<file path="src/rtl/rss_pkg.sv">
package rss_pkg;
    typedef enum logic [1:0] {
        LVL_V0 = 2'b00,
        LVL_V1 = 2'b01,
        LVL_V4 = 2'b10,
        LVL_V5 = 2'b11
    } lvl_e;

    typedef enum logic {
        PH_LOW  = 1'b0,
        PH_HIGH = 1'b1
    } phase_e;
endpackage

</file>
<file path="src/rtl/rss_edge.sv">
module rss_edge
    import rss_pkg::*;
(
    input  logic clk,
    input  logic rst_n,
    input  logic line_clk,
    input  logic edge_rise,
    output logic shift
);
    phase_e ph_q, ph_d;

    always_ff @(posedge clk or negedge rst_n) begin
        if (!rst_n) ph_q <= PH_LOW;
        else        ph_q <= ph_d;
    end

    always_comb begin
        ph_d  = ph_q;
        shift = 1'b0;
        unique case (ph_q)
            PH_LOW: begin
                if (line_clk) begin
                    ph_d  = PH_HIGH;
                    shift = edge_rise;
                end
            end
            PH_HIGH: begin
                if (!line_clk) begin
                    ph_d  = PH_LOW;
                    shift = !edge_rise;
                end
            end
        endcase
    end


    single_strobe_chk: assert property (@(posedge clk) disable iff (!rst_n)
        shift |=> !shift);
endmodule

</file>
<file path="src/rtl/rss_chain.sv">
module rss_chain #(
    parameter int ROWS = 64
) (
    input  logic            clk,
    input  logic            rst_n,
    input  logic            shift,
    input  logic            up,
    input  logic            tok_in,
    output logic [ROWS-1:0] q
);
    localparam int LAST = ROWS - 1;

    logic [ROWS-1:0] nxt;

    for (genvar k = 0; k < ROWS; k++) begin : g_stage
        logic from_low, from_high;
        if (k == 0) begin : g_first
            assign from_low = tok_in;
        end else begin : g_mid_lo
            assign from_low = q[k-1];
        end
        if (k == LAST) begin : g_last
            assign from_high = tok_in;
        end else begin : g_mid_hi
            assign from_high = q[k+1];
        end
        assign nxt[k] = up ? from_low : from_high;
    end

    always_ff @(posedge clk or negedge rst_n) begin
        if (!rst_n)     q <= '0;
        else if (shift) q <= nxt;
    end


    up_move_chk: assert property (@(posedge clk) disable iff (!rst_n)
        (shift && up) |=> (q[LAST:1] == $past(q[LAST-1:0])));

    down_move_chk: assert property (@(posedge clk) disable iff (!rst_n)
        (shift && !up) |=> (q[LAST-1:0] == $past(q[LAST:1])));

    hold_chk: assert property (@(posedge clk) disable iff (!rst_n)
        !shift |=> $stable(q));
endmodule

</file>
<file path="src/rtl/rss_lvl.sv">
module rss_lvl
    import rss_pkg::*;
#(
    parameter int ROWS = 64
) (
    input  logic              clk,
    input  logic              rst_n,
    input  logic              pol,
    input  logic [ROWS-1:0]   q,
    output logic [2*ROWS-1:0] lvl
);
    for (genvar r = 0; r < ROWS; r++) begin : g_row
        lvl_e code;
        always_comb begin
            unique case ({pol, q[r]})
                2'b00:   code = LVL_V1;
                2'b01:   code = LVL_V5;
                2'b10:   code = LVL_V4;
                default: code = LVL_V0;
            endcase
        end
        assign lvl[2*r +: 2] = code;


        pol_side_chk: assert property (@(posedge clk) disable iff (!rst_n)
            pol |-> (lvl[2*r +: 2] != LVL_V1 && lvl[2*r +: 2] != LVL_V5));
    end
endmodule

</file>
<file path="src/rtl/row_scan_shifter.sv">
module row_scan_shifter #(
    parameter int ROWS = 64
) (
    input  logic              clk,
    input  logic              rst_n,
    input  logic              line_clk,
    input  logic              edge_rise,
    input  logic              is_master,
    input  logic              scan_up,
    input  logic              frame_start,
    input  logic              pol,
    input  logic              casc_a_in,
    input  logic              casc_b_in,
    output logic              casc_a_out,
    output logic              casc_a_oe,
    output logic              casc_b_out,
    output logic              casc_b_oe,
    output logic [2*ROWS-1:0] lvl_sel
);
    localparam int LAST = ROWS - 1;

    logic            shift;
    logic            tok_in;
    logic [ROWS-1:0] rows_q;

    rss_edge u_edge (
        .clk      (clk),
        .rst_n    (rst_n),
        .line_clk (line_clk),
        .edge_rise(edge_rise),
        .shift    (shift)
    );

    assign tok_in = is_master ? frame_start
                              : (scan_up ? casc_a_in : casc_b_in);

    rss_chain #(.ROWS(ROWS)) u_chain (
        .clk   (clk),
        .rst_n (rst_n),
        .shift (shift),
        .up    (scan_up),
        .tok_in(tok_in),
        .q     (rows_q)
    );

    rss_lvl #(.ROWS(ROWS)) u_lvl (
        .clk  (clk),
        .rst_n(rst_n),
        .pol  (pol),
        .q    (rows_q),
        .lvl  (lvl_sel)
    );

    assign casc_a_oe  = is_master | ~scan_up;
    assign casc_b_oe  = is_master |  scan_up;
    assign casc_a_out = ~scan_up & rows_q[0];
    assign casc_b_out =  scan_up & rows_q[LAST];


    frame_load_chk: assert property (@(posedge clk) disable iff (!rst_n)
        (is_master && shift) |=> (scan_up ? rows_q[0] : rows_q[LAST]) == $past(frame_start));

    slave_dir_chk: assert property (@(posedge clk) disable iff (!rst_n)
        !is_master |-> (casc_a_oe != casc_b_oe));

    some_out_chk: assert property (@(posedge clk) disable iff (!rst_n)
        casc_a_oe || casc_b_oe);
endmodule

</file>
<file path="config.mk">
export PLATFORM = sky130hd
export DESIGN_NAME = row_scan_shifter
export DESIGN_NICKNAME = d
export VERILOG_FILES = /design/src/rtl/rss_pkg.sv /design/src/rtl/rss_edge.sv /design/src/rtl/rss_chain.sv /design/src/rtl/rss_lvl.sv /design/src/rtl/row_scan_shifter.sv
export SDC_FILE = /design/constraint.sdc
export NUM_CORES = 1
export LEC_CHECK = 0
export BUFFER_PORTS_ARGS = -buffer_cell sky130_fd_sc_hd__buf_2
export CAP_MARGIN = 25
export CORE_MARGIN = 5
export CORE_UTILIZATION = 25
export CTS_BUF_LIST = sky130_fd_sc_hd__clkbuf_4 sky130_fd_sc_hd__clkbuf_8 sky130_fd_sc_hd__clkbuf_16
export CTS_CLUSTER_SIZE = 8
export DETAILED_ROUTE_END_ITERATION = 8
export SLEW_MARGIN = 20
export SYNTH_ARGS = -nofsm -noshare
export SYNTH_HDL_FRONTEND = slang
export SYNTH_HIERARCHICAL = 1
export SYNTH_SLANG_ARGS = --single-unit
</file>
<file path="constraint.sdc">
create_clock -name clk -period 7.55 [get_ports clk]
set_clock_uncertainty 0.1 [all_clocks]
set_input_delay 0.3775 -clock clk [delete_from_list [all_inputs] [get_ports clk]]
set_output_delay 0.3775 -clock clk [all_outputs]
set_load 0.05 [all_outputs]
</file>
# Yosys cells after proc, flatten, opt, wreduce, memory -nomap -nowiden
# Cells that the tools add are included.
[totals]
register_bits = 65
wordCells = 335
in_bits = 10
output_inout_bits = 132
[classes]
bitwise = 6
reduce_logical = 65
eq_ne = 128
n_mux = 134
[ops]
columns = ["operator", "count"]
rows = [
  ["$pmux W2 S3", 64],
  ["$eq A2 B1 Y1 const B", 64],
  ["$eq A2 B2 Y1 const B", 64],
  ["$logic_not A2 Y1", 64],
  ["$mux W1", 69],
  ["$and A1 B1 Y1", 2],
  ["$not A1 Y1", 2],
  ["$or A1 B1 Y1", 2],
  ["$pmux W1 S2", 1],
  ["$logic_not A1 Y1", 1],
]

# Depth between registers and ports, before layout
[logic_depth]
depth_word = 3
depth_mapped = 6

# Hierarchy
# The synthesis kept the hierarchy.
[by_module_without_submodules]
columns = ["module", "area_each_um2", "n_inst", "cells_each"]
rows = [
  ["rss_chain", 2966.6, 1, 277],
  ["rss_lvl", 2652.5, 1, 282],
  ["row_scan_shifter", 47.5, 1, 7],
  ["rss_edge", 47.5, 1, 4],
]

# Worst setup path after synthesis
# OpenSTA, ideal clock, no wires.
[synth_timing]
path_kind = "input-to-output"
startpoint = "input pol"
endpoint = "output lvl_sel[0]"
cell_stages = 3
slack_ns = 3.640
path_buffers = 0
t_arrival_ns = 3.433
cell_sequence = "inv_1 -> ha_1 -> or2_1"
[synth_between]
elab_chain_len = 2
word_cells_on_any_way = 4
cone_classes = "2 x eq/ne; 1 x mux; 1 x reduce/logical"
[synth_rtl]
columns = ["item", "line_no", "text"]
rows = [
  ["from (decl)", "row_scan_shifter.sv:11", "input logic pol,"],
  ["$eq A2 B2 Y1 (tied with other cells)", "rss_lvl.sv:15", "unique case ({pol, q[r]})"],
  ["$pmux W2 S3 *", "rss_lvl.sv:15", ""],
  ["to (decl)", "row_scan_shifter.sv:18", "output logic [2*ROWS-1:0] lvl_sel"],
]
# Every way passes the cells marked *; elsewhere a longest branch is shown, timed or not.

# Worst setup path after layout
[layout_timing]
startpoint = "input pol"
endpoint = "output lvl_sel[40]"
# Same word-level chain as after synthesis.

==> out/results.ini <==
[drt]
vias = 4193
dr.first_iter.drc_count = 176
finalWirelength_um = 12700
avgRoutedWirePerCell_um = 12.7
ant_nets = 0
drc_errors = 0
avgViaCountPerCell = 4.21
firstDrtPassIters = 4

[logic_synthesis]
synthCells = 570
synth_top_area_share_pct = 33.5
syn-num-nets = 733
ys_top_cells_by_count = ha_1 (153), dfrtp_1 (65), inv_1 (65), mux2i_1 (65)
synth.most_common_cell = ha_1
synth_enable_flop_cells = 0
synthDistinctLibCells = 20
synth_top_area_cell = ha_1
ys_ff_latch = 65
synth_flop_cell = dfrtp_1
ys_async_sr_fraction_pct = 100
avgSynthCellArea_um2 = 10.0
syn_area_um2 = 5710
ys_warn_count = 6
synth_area_leaders = ha_1 (34%), dfrtp_1 (28%), mux2i_1 (11%)
ys_seq_area_share_pct = 28.5

[floorplan]
initial_core_util_pct = 25.3
die_w_um = 161
pin_count = 142
die_h_um = 161
rows = 55
fp.dieArea_um2 = 26000
core_um2 = 22600

[global_route]
overflow = 0
grt_pass1_wl_um = 21000
grt_max_degree = 67
grt_pass1_vias = 4002
grt_antenna_before_repair = 0
grt_usage_pct = 9.80

[timing]
rsz0062_at_grt = no
fmax_ghz = 0.321
setup_tns_ns = 0
setup_violations = 0
finalCritPeriodShare_pct = 41.2
hold_ws_ns = 0.0750
slew_viol_final = 0
slew_headroom_pct = 40.4
hold_viol = 0
finalCriticalPeriod_ns = 3.11
tightest_slew_ns = 0.894

[placed_design]
place_area_um2 = 6690
post-place-cells = 980
gp_congestion = 0.673
io_buffers = 141
place_hpwl_um = 9140

[clock_tree]
post_cts_resized = 0
cts.clk_slew.worst_paths_ns = 0.06
htree_levels = 3
cts_buffer_depth = 2
post-cts-setup-buffers = 0
numCtsBuffers = 9
cts_sinks = 65
cts_root_buf = clkbuf_16
hold_buffers = 0
clk_latency_ns = 0.33
cts_tree = done

[worst_setup_path]
cp_max_fo = 60
cp_data_arrival_time_ns = 2.63
worstReg2RegStart = u_edge/ph_q
worstSetupStartpointType = input pin
crit_start = pol
rrSetupSlack_ns = 5.92
cp.required_ns = 7.07
end_kind = primary output
criticalPathCategory = in -> out

[final_layout]
area_growth_pct = 22.3
antenna_cells = 0
layout.cells.non_filler = 996
drive_gt1_share_pct = 27.0
design_area_um2 = 6990
nNetsFinal = 869

[run]
maxCapViolCount = 0

[power_and_ir_drop]
peakVddDrop_mv = 0.210
total_power_uw = 2630
p_per_area_nw_per_um2 = 377
leakage_uw = 0.00394

[worst_hold_path]
worstHoldPathType = in -> async

[run_status]
status = completed

[per-layer routing]
metal	track usage (%)	vias to the layer above	routed length (um)
met1	12.7	1946	6060
li1	-	2151	-
met2	16.3	87	5950
met5	0	-	0
met4	2.68	0	146
met3	2.37	9	505
[worst max-delay path: stages]
cell and delay (ns):
buf_2 0.56, inv_4 0.30, buf_4 0.37, buf_16 0.27
ha_1 0.23, or2_1 0.27, buf_2 0.23
[flip-flops by register name, indices dropped and copies added, names as in the netlist]
name         cells
u_chain/q       64
u_edge/ph_q      1
[per-stage QoR]
stage	setup slack (ns)	util [%]
final	4.44	31.0
after global routing	4.25	31.0
after CTS	4.37	31.0
after detailed placement	4.38	29.6
after global placement	4.25	29.5
after floorplan	3.64	-
[layout by cell type, fill, tap and decap left out]
cell | synthesis | final
dfrtp_1 | 65 | 65
bufinv_16 | 0 | 1
and2_2 | 1 | 1
a21oi_1 | 64 | 64
clkinvlp_4 | 0 | 2
clkbuf_4 | 0 | 1
buf_16 | 0 | 1
and2b_2 | 1 | 1
inv_1 | 65 | 64
or2_2 | 1 | 1
or2_1 | 39 | 39
inv_4 | 0 | 1
clkbuf_8 | 0 | 1
buf_2 | 8 | 139
o22ai_4 | 0 | 1
mux2i_1 | 65 | 65
buf_4 | 0 | 6
nand2b_1 | 2 | 2
o21ai_1 | 1 | 1
ha_1 | 153 | 153
clkbuf_16 | 0 | 9
nand2_1 | 2 | 2
nor2_1 | 64 | 64
o21ba_2 | 25 | 25
clkinv_2 | 0 | 2
[final cells by class]
class                      count  area (um^2)
clock inverter                 5         55.1
clock buffer                  11          246
multi-input combinational    419         3690
fill                        2394        15600
timing repair buffer         146          768
sequential                    65         1630
tap                          285          357
inverter                      65          246
[path summary, 6_finish.rpt]
kind                                  to  depth (start not counted)
max                          lvl_sel[40]                          7
min                        u_chain/q[27]                          1
max reg2reg                 u_chain/q[0]                          5
min reg2reg                 u_chain/q[0]                          2
max in group asynchronous  u_chain/q[45]                          1
min in group clk             u_edge/ph_q                          1
[cells by family after synthesis]
logic type,share of synthesized area [%]
compound gates,10.3
fa+ha+maj,33.5
buf+inv,7.14
flops,28.5
mux,11.4
simple gates,9.22
[report_power, final]
| part | internal [uW] | switching (uW) |
|---|---|---|
| combinational | 410 | 1160 |
| sequential | 462 | 184 |
| clock | 267 | 155 |
| total | 1140 | 1490 |
Note: power is estimated with default switching activity, not from simulation.
